### src/rtl/mbox_pkg.sv
package mbox_pkg;
  localparam int unsigned ADDR_W = 8;
  localparam logic [ADDR_W-1:0] OFF_CMD  = 8'h00;
  localparam logic [ADDR_W-1:0] OFF_STS  = 8'h04;
  localparam logic [ADDR_W-1:0] OFF_WBUF = 8'h80;
  localparam logic [ADDR_W-1:0] OFF_RBUF = 8'h90;

  typedef struct packed {
    logic [7:0] rsv_hi;
    logic [7:0] size;
    logic [3:0] sub;
    logic [2:0] rsv_lo;
    logic       ioc;
    logic [7:0] code;
  } cmd_t;

  typedef struct packed {
    logic [7:0] rsv_hi;
    logic [7:0] code;
    logic [7:0] init;
    logic [3:0] sub;
    logic       rsv_lo;
    logic       ovr;
    logic       err;
    logic       busy;
  } sts_t;
endpackage

### src/rtl/mbox_wordbuf.sv
module mbox_wordbuf #(
  parameter int unsigned WORDS = 4,
  parameter int unsigned DW    = 32,
  localparam int unsigned IW   = $clog2(WORDS)
) (
  input  logic          clk_i,
  input  logic          rst_ni,
  input  logic          we_i,
  input  logic [IW-1:0] widx_i,
  input  logic [DW-1:0] wdata_i,
  input  logic [IW-1:0] ridx_i,
  output logic [DW-1:0] rdata_o
);
  logic [DW-1:0] mem_q [WORDS];

  for (genvar i = 0; i < WORDS; i++) begin : g_word
    always_ff @(posedge clk_i or negedge rst_ni) begin
      if (!rst_ni)                             mem_q[i] <= '0;
      else if (we_i && widx_i == IW'(i))       mem_q[i] <= wdata_i;
    end
  end

  assign rdata_o = mem_q[ridx_i];
endmodule

### src/rtl/mbox_ctrl.sv
module mbox_ctrl
  import mbox_pkg::*;
(
  input  logic       clk_i,
  input  logic       rst_ni,
  input  logic       cmd_we_i,
  input  cmd_t       cmd_i,
  input  logic       done_i,
  input  logic       err_i,
  input  logic [7:0] code_i,
  input  logic [7:0] init_i,
  output cmd_t       cmd_o,
  output sts_t       sts_o,
  output logic       doorbell_o,
  output logic       irq_o
);
  cmd_t       cmd_q;
  logic       busy_q, err_q, ovr_q, db_q, irq_q;
  logic [7:0] code_q, init_q;
  logic       accept, finish;

  assign accept = cmd_we_i && !busy_q;
  assign finish = done_i && busy_q;

  always_ff @(posedge clk_i or negedge rst_ni) begin
    if (!rst_ni) begin
      cmd_q  <= '0;
      busy_q <= 1'b0;
      err_q  <= 1'b0;
      ovr_q  <= 1'b0;
      code_q <= '0;
      init_q <= '0;
      db_q   <= 1'b0;
      irq_q  <= 1'b0;
    end else begin
      db_q  <= accept;
      irq_q <= finish && cmd_q.ioc;
      if (cmd_we_i && busy_q) ovr_q <= 1'b1;
      if (accept) begin
        cmd_q  <= cmd_i;
        busy_q <= 1'b1;
        err_q  <= 1'b0;
        code_q <= '0;
      end else if (finish) begin
        busy_q <= 1'b0;
        err_q  <= err_i;
        code_q <= code_i;
        init_q <= init_i;
      end
    end
  end

  always_comb begin
    sts_o        = '0;
    sts_o.busy   = busy_q;
    sts_o.err    = err_q;
    sts_o.ovr    = ovr_q;
    sts_o.sub    = cmd_q.sub;
    sts_o.init   = init_q;
    sts_o.code   = code_q;
  end

  assign cmd_o      = cmd_q;
  assign doorbell_o = db_q;
  assign irq_o      = irq_q;
endmodule

### src/rtl/mbox_rdmux.sv
module mbox_rdmux #(
  parameter int unsigned DW = 32
) (
  input  logic          sts_hit_i,
  input  logic          rbuf_hit_i,
  input  logic          byte_i,
  input  logic [1:0]    lane_i,
  input  logic [DW-1:0] sts_i,
  input  logic [DW-1:0] rbuf_i,
  output logic [DW-1:0] rdata_o
);
  logic [DW-1:0] word;

  always_comb begin
    if (sts_hit_i)       word = sts_i;
    else if (rbuf_hit_i) word = rbuf_i;
    else                 word = '0;
    if (byte_i) rdata_o = {{(DW-8){1'b0}}, word[8*lane_i +: 8]};
    else        rdata_o = word;
  end
endmodule

### src/rtl/mbox_regs.sv
module mbox_regs
  import mbox_pkg::*;
#(
  parameter int unsigned BUF_WORDS = 4,
  localparam int unsigned IW       = $clog2(BUF_WORDS),
  localparam int unsigned BLK_LSB  = IW + 2
) (
  input  logic              clk_i,
  input  logic              rst_ni,
  input  logic              hwr_i,
  input  logic [ADDR_W-1:0] haddr_i,
  input  logic [31:0]       hwdata_i,
  input  logic              hbyte_i,
  output logic [31:0]       hrdata_o,
  output logic              host_irq_o,
  output logic              doorbell_o,
  output logic [31:0]       rmt_cmd_o,
  input  logic [IW-1:0]     rmt_widx_i,
  output logic [31:0]       rmt_wdata_o,
  input  logic              rmt_rwe_i,
  input  logic [IW-1:0]     rmt_ridx_i,
  input  logic [31:0]       rmt_rdata_i,
  input  logic              rmt_done_i,
  input  logic              rmt_err_i,
  input  logic [7:0]        rmt_code_i,
  input  logic [7:0]        rmt_init_i
);
  logic          cmd_hit, sts_hit, wbuf_hit, rbuf_hit;
  logic [IW-1:0] hidx;
  logic [31:0]   rbuf_word;
  cmd_t          cmd_w;
  sts_t          sts_w;

  assign cmd_hit  = haddr_i[ADDR_W-1:2] == OFF_CMD[ADDR_W-1:2];
  assign sts_hit  = haddr_i[ADDR_W-1:2] == OFF_STS[ADDR_W-1:2];
  assign wbuf_hit = haddr_i[ADDR_W-1:BLK_LSB] == OFF_WBUF[ADDR_W-1:BLK_LSB];
  assign rbuf_hit = haddr_i[ADDR_W-1:BLK_LSB] == OFF_RBUF[ADDR_W-1:BLK_LSB];
  assign hidx     = haddr_i[BLK_LSB-1:2];

  mbox_ctrl u_ctrl (
    .clk_i, .rst_ni,
    .cmd_we_i  (hwr_i && cmd_hit),
    .cmd_i     (cmd_t'(hwdata_i)),
    .done_i    (rmt_done_i),
    .err_i     (rmt_err_i),
    .code_i    (rmt_code_i),
    .init_i    (rmt_init_i),
    .cmd_o     (cmd_w),
    .sts_o     (sts_w),
    .doorbell_o(doorbell_o),
    .irq_o     (host_irq_o)
  );

  mbox_wordbuf #(.WORDS(BUF_WORDS), .DW(32)) u_wbuf (
    .clk_i, .rst_ni,
    .we_i   (hwr_i && wbuf_hit),
    .widx_i (hidx),
    .wdata_i(hwdata_i),
    .ridx_i (rmt_widx_i),
    .rdata_o(rmt_wdata_o)
  );

  mbox_wordbuf #(.WORDS(BUF_WORDS), .DW(32)) u_rbuf (
    .clk_i, .rst_ni,
    .we_i   (rmt_rwe_i),
    .widx_i (rmt_ridx_i),
    .wdata_i(rmt_rdata_i),
    .ridx_i (hidx),
    .rdata_o(rbuf_word)
  );

  mbox_rdmux #(.DW(32)) u_rdmux (
    .sts_hit_i (sts_hit),
    .rbuf_hit_i(rbuf_hit),
    .byte_i    (hbyte_i),
    .lane_i    (haddr_i[1:0]),
    .sts_i     (sts_w),
    .rbuf_i    (rbuf_word),
    .rdata_o   (hrdata_o)
  );

  assign rmt_cmd_o = cmd_w;
endmodule

### config.mk
export PLATFORM = sky130hd
export DESIGN_NAME = mbox_regs
export DESIGN_NICKNAME = d
export VERILOG_FILES = /design/src/rtl/mbox_pkg.sv /design/src/rtl/mbox_wordbuf.sv /design/src/rtl/mbox_ctrl.sv /design/src/rtl/mbox_rdmux.sv /design/src/rtl/mbox_regs.sv
export SDC_FILE = /design/constraint.sdc
export NUM_CORES = 1
export LEC_CHECK = 0
export BUFFER_PORTS_ARGS = -buffer_cell sky130_fd_sc_hd__buf_2
export CAP_MARGIN = 40
export CORE_MARGIN = 1.5
export CORE_UTILIZATION = 42
export CTS_BUF_LIST = sky130_fd_sc_hd__clkbuf_8
export DETAILED_ROUTE_END_ITERATION = 10
export PLACE_DENSITY_LB_ADDON = 0.3
export SLEW_MARGIN = 20
export SYNTH_ARGS = -nofsm -noshare
export SYNTH_HDL_FRONTEND = slang
export SYNTH_SLANG_ARGS = --single-unit
export TNS_END_PERCENT = 30
### constraint.sdc
create_clock -name clk_i -period 4.3 [get_ports clk_i]
set_clock_uncertainty 0.05 [all_clocks]
set_input_delay 1.29 -clock clk_i [delete_from_list [all_inputs] [get_ports clk_i]]
set_output_delay 1.29 -clock clk_i [all_outputs]
set_load 0.05 [all_outputs]
==> results of run 1 <==
## flip-flops by register name, indices dropped and copies added, names as in the netlist
name	count
u_rbuf.mem_q	128
u_wbuf.mem_q	128
u_ctrl.cmd_o	32
u_ctrl.code_q	8
u_ctrl.init_q	8
u_ctrl.busy_q	1
u_ctrl.doorbell_o	1
u_ctrl.err_q	1
u_ctrl.irq_o	1
u_ctrl.ovr_q	1
## worst max-delay path: stages
cell     delay (ns)
buf_8          0.09
buf_12         0.13
buf_12         0.13
mux4_2         0.50
a32oi_1        0.17
o22ai_1        0.12
a221o_1        0.33
buf_6          0.16
## Yosys cell counts, drive strengths merged
cell type	instances
o22ai	4
dfrtp	309
inv	2
a32o	1
o32ai	1
mux2	288
nor4b	1
buf	39
nand2b	1
mux4	64
and3	11
or4	1
nor2b	1
nor4bb	1
a22oi	1
and4	1
a22o	4
a32oi	15
o21ai	12
nand3	2
clkbuf	24
a31oi	4
nor3b	2
or2	2
nor3	3
or3b	1
nand2	46
and2	8
a221o	6
or3	1
nor2	18
nor4	1
a21oi	2
a31o	3
nand3b	4
a21o	3
## timing repair
item | in CTS | in global routing
gates cloned | 0 | 0
setup buffers | 4 | 2
resized for setup | 22 | 13
endpoints found under the setup margin | 8 | 9
pin swaps | 5 | 8
## path summary, 6_finish.rpt
kind,from,end,cells after the start
setup / recovery,haddr_i[2],hrdata_o[1],8
hold / removal,u_ctrl.ovr_q,u_ctrl.ovr_q,1
setup reg to reg,u_ctrl.busy_q,u_ctrl.code_q[2],3
hold reg to reg,u_ctrl.ovr_q,u_ctrl.ovr_q,1
max in group asynchronous,rst_ni,u_rbuf.mem_q[30],2
min in group asynchronous,rst_ni,u_wbuf.mem_q[103],1
## final cells by class
cell class	instances	share of cell area
antenna	3	0.000439
clock buffer	74	0.0596
clock inverter	23	0.0103
inverter	2	0.000439
multi-input combinational	513	0.344
sequential	309	0.453
tap	442	0.0324
timing repair buffer	262	0.100
## power by group through the flow
| stage | combinational [mW] | clock [mW] | sequential [mW] |
|---|---|---|---|
| after global routing | 1.55 | 3.11 | 3.65 |
| final | 1.46 | 2.89 | 3.60 |
| after detailed placement | 1.45 | 0 | 3.64 |
| after floorplan | 0.938 | 0 | 3.68 |
| after CTS | 1.46 | 2.97 | 3.59 |
| after global placement | 1.42 | 0 | 3.63 |
## cells in the final DEF (no fill, tap or decap), types with 3 or more instances in the layout
cell type,count
a21o_1,3
a221o_1,5
a22o_1,4
a31o_2,3
a31oi_4,3
a32oi_1,8
a32oi_2,7
and2_1,7
and3_1,11
buf_12,14
buf_2,185
buf_4,55
buf_6,5
bufinv_16,3
clkbuf_8,74
clkinv_2,4
dfrtp_1,309
diode_2,3
inv_1,17
mux2_1,13
mux2_2,255
mux2_4,20
mux4_2,64
nand2_1,46
nand3b_1,4
nor2_1,16
nor3_1,3
o21ai_0,11
o22ai_2,3
## routing by layer
layer,vias to the layer above,wire (microns),global-route usage
met2,256,15900,0.326
met3,59,1910,0.0441
met1,4599,15000,0.276
met5,-,31,0
met4,6,773,0.0715
li1,3838,-,-
## cell families (layout without fill, tap and decap cells)
| kind of cell | count (synthesis) | after routing | synth area share |
|---|---|---|---|
| AND/OR/NAND/NOR | 105 | 105 | 0.0395 |
| flip-flops | 309 | 309 | 0.561 |
| buffers and inverters | 65 | 361 | 0.0243 |
| other | 0 | 3 | 0 |
| AO/OA/AOI/OAI | 56 | 56 | 0.0306 |
| multiplexers | 352 | 352 | 0.345 |
==> reports/results.tsv, run 1 <==
metric	value	unit
switching_share	0.277	
clk_latency	0.58	ns
worstPathRequired	2.96	ns
io_buffers	196	
placed_area	0.0157	sq mm
area_growth	23.9	%
clockRootBuffer	clkbuf_8	
synth_area	0.0138	sq mm
die_y	184	microns
hold_path_class	reg -> reg	
yosys.area.top_type_share	0.561	
final-seq-area	0.00773	sq mm
antenna_found_initial	6	
die_area	0.0339	sq mm
worst-slew-pin-transition	0.930	ns
synth.distinct_cells	44	
gr-usage-all-layers	0.204	
netSwitchingPower	2.20	mW
synth_seq_area_share	0.561	
fillCellCount	2748	
syn-mean-instance-area	15.6	sq um
route.antenna.remaining_nets	0	
clock_sinks	309	
yosys.area.top_type	dfrtp_1	
holdWs	0.426	ns
postCtsHoldBufs	0	
period_needed	4.28	ns
fin_ws	0.0239	ns
drt-initial-drc-count	423	
postSynthRegisterBits	309	
status	finished clean	
syn-num-nets	986	
cts_buffer_depth	3	
yosys_warnings	0	
dp_hpwl	22400	microns
avgRoutedWirePerCell	20.7	microns
tritoncts	built	
fmax	234	MHz
initial_core_util	0.425	
powerDensity	465	mW/mm^2
seqPwrFrac	0.452	
drt-total-wl	33700	microns
end_kind	output pin	
coreArea	0.0325	sq mm
cts_buffers	52	
dp.cells	1522	
row_count	66	
report.power.total	7.95	mW
crit_type	in -> out	
syn_inst	887	
design_area	0.0171	sq mm
peakVddDrop	0.307	mV
slew_headroom	0.379	
htree_num_levels	2	
worst-r2r-setup-slack	2.44	ns
die_x	184	microns
worstPathArrival	2.94	ns
multi_input_area	0.00588	sq mm
comb_power_share	0.183	
via_count	8758	
fin_crit_sh	0.994	
viasPerCell	5.38	
crit_fanout	8	
drc	0	
leakage	8.17	nW
hold_viol	0	
clkTransAtPathRegs	0.06	ns
rsz0062_at_grt	yes	
grt_overflow_total	0	
first_global_vias	9323	
internal_power	5.75	mW
final_max_slew_viol_count	0	
final_util	0.526	
grt_max_degree	94	
drv_cap	0	
finalSetupViolations	0	
critPathLaunchType	input port	
grt_pass1_wl	53000	microns
synth.area.top_cells	dfrtp_1, mux2_2, mux4_2	
boundaryPins	197	
setup_tns	0	ns
fin_cells	1628	
p_clk_frac	0.364	
gp_congestion	0.804	
drive_gt1_frac	0.603	
dp_slack	-0.150	ns
nNetsFinal	1239	
firstDrtPassIters	4	
No activity file was read; power rests on OpenSTA's default activity.
==> inputs of run 2 (changes only) <==
--- a/config.mk
+++ b/config.mk
@@ -9,7 +9,6 @@
 export CAP_MARGIN = 40
 export CORE_MARGIN = 1.5
 export CORE_UTILIZATION = 42
-export CTS_BUF_LIST = sky130_fd_sc_hd__clkbuf_8
 export DETAILED_ROUTE_END_ITERATION = 10
 export PLACE_DENSITY_LB_ADDON = 0.3
 export SLEW_MARGIN = 20
==> reports/results.tsv, run 2 (synthesized netlist as in run 1, its figures left out) <==
metric	value	unit	change
status	finished clean		
cts_buffer_depth	3		unchanged
peakVddDrop	0.304	mV	-0.90%
worst-slew-pin-transition	0.896	ns	-0.0343 ns
hold_viol	0		unchanged
boundaryPins	197		unchanged
area_growth	23.8	%	about the same
grt_max_degree	94		unchanged
antenna_found_initial	8		+2
clockRootBuffer	clkbuf_16		
clk_latency	0.49	ns	-0.09 ns
die_area	0.0339	sq mm	unchanged
firstDrtPassIters	4		unchanged
crit_family	compound AO/OA/AOI/OAI gates		
gr-usage-all-layers	0.204		about the same
setup_tns	0	ns	unchanged
worst-r2r-setup-slack	2.47	ns	+0.03 ns
tritoncts	built		
first_global_vias	9238		-0.91%
crit_fanout	5		-3
io_buffers	196		unchanged
crit_type	in -> out		
finalSetupViolations	0		unchanged
crit_slowest_cell	mux4_2		
cts_buffers	36		-31%
worstPathRequired	2.96	ns	about the same
drv_cap	0		unchanged
avgRoutedWirePerCell	21.2	microns	+2.3%
row_count	66		unchanged
slew_headroom	0.402		+0.0229
rsz0062_at_grt	yes		
die_x	184	microns	unchanged
hold_path_class	reg -> reg		
crit_chain	buf_12, bufbuf_16, mux4_2, a32oi_2, o22ai_2, a221o_1, buf_6		
grt_overflow_total	0		unchanged
crit_buf_inv	3		-1
coreArea	0.0325	sq mm	unchanged
end_kind	output pin		
drc	0		unchanged
period_needed	4.29	ns	+0.0109 ns
htree_num_levels	2		unchanged
viasPerCell	5.43		+0.91%
clkTransAtPathRegs	0.05	ns	about the same
drt-initial-drc-count	453		+7.1%
final_max_slew_viol_count	0		unchanged
route.antenna.remaining_nets	0		unchanged
layout_common_cells	dfrtp_1, mux2_2, buf_2, mux4_2, buf_4		
critical-path-max-stage-delay	0.51	ns	about the same
layout_commonest_cell	dfrtp_1		
clock_sinks	309		unchanged
fmax	233	MHz	-0.25%
grt_pass1_wl	53100	microns	+0.18%
gp_congestion	0.804		unchanged
die_y	184	microns	unchanged
critPathLaunchType	input port		
fin_crit_sh	0.997		+0.00254
drive_gt1_frac	0.597		-0.00585
worstPathArrival	2.95	ns	about the same
dp_hpwl	22400	microns	unchanged
initial_core_util	0.425		unchanged
nNetsFinal	1224		-1.2%
final_util	0.526		about the same
powerDensity	467	mW/mm^2	+0.40%
drt-total-wl	33700	microns	+0.14%
via_count	8648		-1.3%
leakage	8.07	nW	-1.2%
==> run 2: per-layer routing <==
layer	up-vias	wire length, microns	share of wire	global-route usage
met5	-	37	0.0011	0
li1	3793	-	-	-
met3	53	2200	0.065	0.0445
met2	243	16200	0.48	0.333
met4	6	784	0.023	0.0662
met1	4553	14500	0.43	0.272
==> run 2: power by group <==
| group | switching [mW] | internal [mW] |
|---|---|---|
| Sequential | 0.236 | 3.36 |
| Clock | 1.14 | 1.77 |
| Combinational | 0.772 | 0.692 |
| Total | 2.15 | 5.83 |
==> run 2: path summary, 6_finish.rpt <==
path	from	to	cells past startpoint
min	u_ctrl.cmd_o[5]	u_ctrl.cmd_o[5]	1
min in group asynchronous	rst_ni	u_wbuf.mem_q[71]	1
max	haddr_i[2]	hrdata_o[4]	7
min reg2reg	u_ctrl.cmd_o[5]	u_ctrl.cmd_o[5]	1
max in group asynchronous	rst_ni	u_rbuf.mem_q[25]	2
max reg2reg	u_ctrl.busy_q	u_ctrl.code_q[2]	3
==> run 2: per-stage QoR <==
stage | power (mW) | cells | setup WS [ns] | hold WS (ns) | instance area (sq um)
3_5_place_dp | 5.09 | 1522 | -0.150 | 0.415 | 15700
3_3_place_gp | 5.04 | 1522 | -0.141 | 0.410 | 15700
6_report | 7.98 | 1593 | 0.0130 | 0.427 | 17100
5_1_grt | 8.34 | 1590 | -0.0435 | 0.440 | 17100
4_1_cts | 8.05 | 1586 | 0.00823 | 0.429 | 17000
2_1_floorplan | 4.62 | 887 | -0.0648 | 0.378 | 13800
==> run 2: area by class of cell <==
cell class	instances	area, sq um
Multi-Input combinational cell	513	5890
Tap cell	442	553
Clock inverter	8	93.8
Sequential cell	309	7730
Antenna cell	5	12.5
Fill cell	2731	15400
Clock buffer	51	1030
Inverter	2	7.51
Timing Repair Buffer	263	1760
==> run 2: what timing repair did <==
item,4_1_cts,5_1_grt
hold endpoints to repair,0,0
resized for setup,25,17
setup endpoints to repair,8,10
setup buffers,4,2
cloned,1,0
pin swaps,8,7
hold buffers,0,0
==> inputs of run 3 (changes only) <==
--- a/config.mk
+++ b/config.mk
@@ -10,7 +10,7 @@
 export CORE_MARGIN = 1.5
 export CORE_UTILIZATION = 42
 export DETAILED_ROUTE_END_ITERATION = 10
-export PLACE_DENSITY_LB_ADDON = 0.3
+export PLACE_DENSITY = 0.72
 export SLEW_MARGIN = 20
 export SYNTH_ARGS = -nofsm -noshare
 export SYNTH_HDL_FRONTEND = slang
==> reports/results.tsv, run 3 (synthesized netlist as in run 1, its figures left out) <==
metric	value	unit	change
grt_pass1_wl	52900	microns	-0.42%
clock_sinks	309		unchanged
crit_slowest_cell	mux4_2		
initial_core_util	0.425		unchanged
crit_chain	buf_12, buf_12, buf_16, mux4_2, a32oi_2, o22ai_2, a221o_2, buf_8		
firstDrtPassIters	4		unchanged
critPathLaunchType	input port		
drc	0		unchanged
route.antenna.remaining_nets	0		unchanged
netSwitchingPower	2.20	mW	+2.5%
worst-r2r-setup-slack	2.42	ns	-0.05 ns
met3_length	2430	microns	+10%
coreArea	0.0325	sq mm	unchanged
worst-slew-pin-transition	0.825	ns	-0.0708 ns
crit_type	in -> out		
leakage	8.16	nW	+1.0%
crit_fanout	6		+1
status	finished clean		
grt_max_degree	92		-2.1%
io_buffers	196		unchanged
end_kind	output pin		
row_count	66		unchanged
final_max_slew_viol_count	0		unchanged
drt-initial-drc-count	404		-11%
avgRoutedWirePerCell	21.3	microns	+0.54%
p_clk_frac	0.390		+0.025
tritoncts	built		
layout_common_cells	dfrtp_1, mux2_2, buf_2, mux4_2, buf_4		
internal_power	6.13	mW	+5.2%
peakVddDrop	0.344	mV	+13%
worstPathArrival	2.95	ns	about the same
slew_headroom	0.450		+0.0484
worstPathRequired	2.96	ns	about the same
comb_power_share	0.176		-0.008
cts_buffer_depth	3		unchanged
fmax	233	MHz	about the same
fin_cells	1595		+0.13%
hold_path_class	reg -> reg		
wl_met2	16000	microns	-0.87%
hold_viol	0		unchanged
holdWs	0.423	ns	-0.00399 ns
die_x	184	microns	unchanged
powerDensity	484	mW/mm^2	+3.5%
crit_family	compound AO/OA/AOI/OAI gates		
critical-path-max-stage-delay	0.52	ns	about the same
crit_buf_inv	4		+1
area_growth	24.9	%	
die_y	184	microns	unchanged
antenna_found_initial	13		+5
drv_cap	0		unchanged
routed.top_layer	met5		
report.power.total	8.33	mW	+4.5%
gr-usage-all-layers	0.204		about the same
nNetsFinal	1220		-0.33%
rsz0062_at_grt	yes		
gp_congestion	0.855		+6.4%
die_area	0.0339	sq mm	unchanged
clockRootBuffer	clkbuf_16		
via_count	8696		+0.56%
grt_overflow_total	0		unchanged
fillCellCount	2661		-2.6%
htree_num_levels	2		unchanged
finalSetupViolations	0		unchanged
route.layer.met1.wl	14400	microns	-0.50%
seqPwrFrac	0.433		-0.018
final_util	0.531		+0.00470
path_common_cell	buf_12		
layout_commonest_cell	dfrtp_1		
cts_buffers	36		unchanged
postCtsHoldBufs	0		unchanged
drive_gt1_frac	0.602		+0.00471
fin_crit_sh	0.997		about the same
first_global_vias	9167		-0.77%
clk_latency	0.50	ns	about the same
clkTransAtPathRegs	0.06	ns	about the same
viasPerCell	5.45		+0.43%
period_needed	4.29	ns	-0.000535 ns
boundaryPins	197		unchanged
switching_share	0.264		-0.00513
dp.cells	1519		-0.20%
drt-total-wl	33900	microns	+0.67%
dp_hpwl	22300	microns	-0.37%
-- run 3: cell types whose count changed in the layout (fill, tap and decap cells not counted), sizes merged --
| cell | change |
|---|---|
| bufinv | +4 |
| clkbuf | -2 |
| diode | +1 |
| inv | +2 |
| bufbuf | -1 |
| clkinv | -1 |
| buf | -1 |
-- run 3: metrics by stage --
| step | cell area [sq um] | TNS, ns | setup WS, ns |
|---|---|---|---|
| 2_1_floorplan | 13800 | -0.291 | -0.0648 |
| 3_3_place_gp | 15600 | -1.17 | -0.146 |
| 3_5_place_dp | 15600 | -1.31 | -0.148 |
| 4_1_cts | 17100 | -0.00206 | -0.00206 |
| 5_1_grt | 17200 | -0.129 | -0.0453 |
| 6_report | 17200 | 0 | 0.0135 |
-- run 3: tightest hold or removal path, delay by kind of cell, from the launching register on --
family        cells  cell delay, ns
simple gates      2            0.10
flops             1            0.34
-- run 3: cell type report --
type,instances,area (sq um),share of cell area
inverter,2,7.51,0.000436
clock inverter,13,226,0.0131
clock buffer,51,1060,0.0614
multi-input combinational,513,5910,0.343
sequential,309,7730,0.449
tap,442,553,0.0321
timing repair buffer,259,1730,0.100
antenna,6,15.0,0.000871
-- run 3: what timing repair did --
action / 4_1_cts / 5_1_grt
buffers inserted: 4 / 1
cloned: 1 / 0
gates resized for setup: 28 / 14
pin swaps: 5 / 4
setup endpoints to repair: 17 / 8
-- run 3: worst paths after layout --
path | startpoint | endpoint | depth (start not counted)
worst max-delay path | haddr_i[2] | hrdata_o[6] | 8
worst min-delay path | u_ctrl.init_q[4] | u_ctrl.init_q[4] | 2
worst max register to register | u_ctrl.busy_q | u_ctrl.code_q[2] | 3
worst min register to register | u_ctrl.init_q[4] | u_ctrl.init_q[4] | 2
max in group asynchronous | rst_ni | u_rbuf.mem_q[124] | 2
min in group asynchronous | rst_ni | u_wbuf.mem_q[71] | 1
-- run 3: power by group through the flow --
stage	registers (mW)	logic, mW	clock network, mW
after detailed placement	3.65	1.45	0
after CTS	3.60	1.47	3.33
after floorplan	3.68	0.938	0
final	3.61	1.47	3.25
after global placement	3.63	1.41	0
after global routing	3.66	1.57	3.45
-- run 3: per-layer routing --
layer  vias to the layer above  global-route usage
met5                         -                   0
met4                        10              0.0708
met3                        79              0.0549
met2                       280               0.326
met1                      4514               0.269
li1                       3813                   -
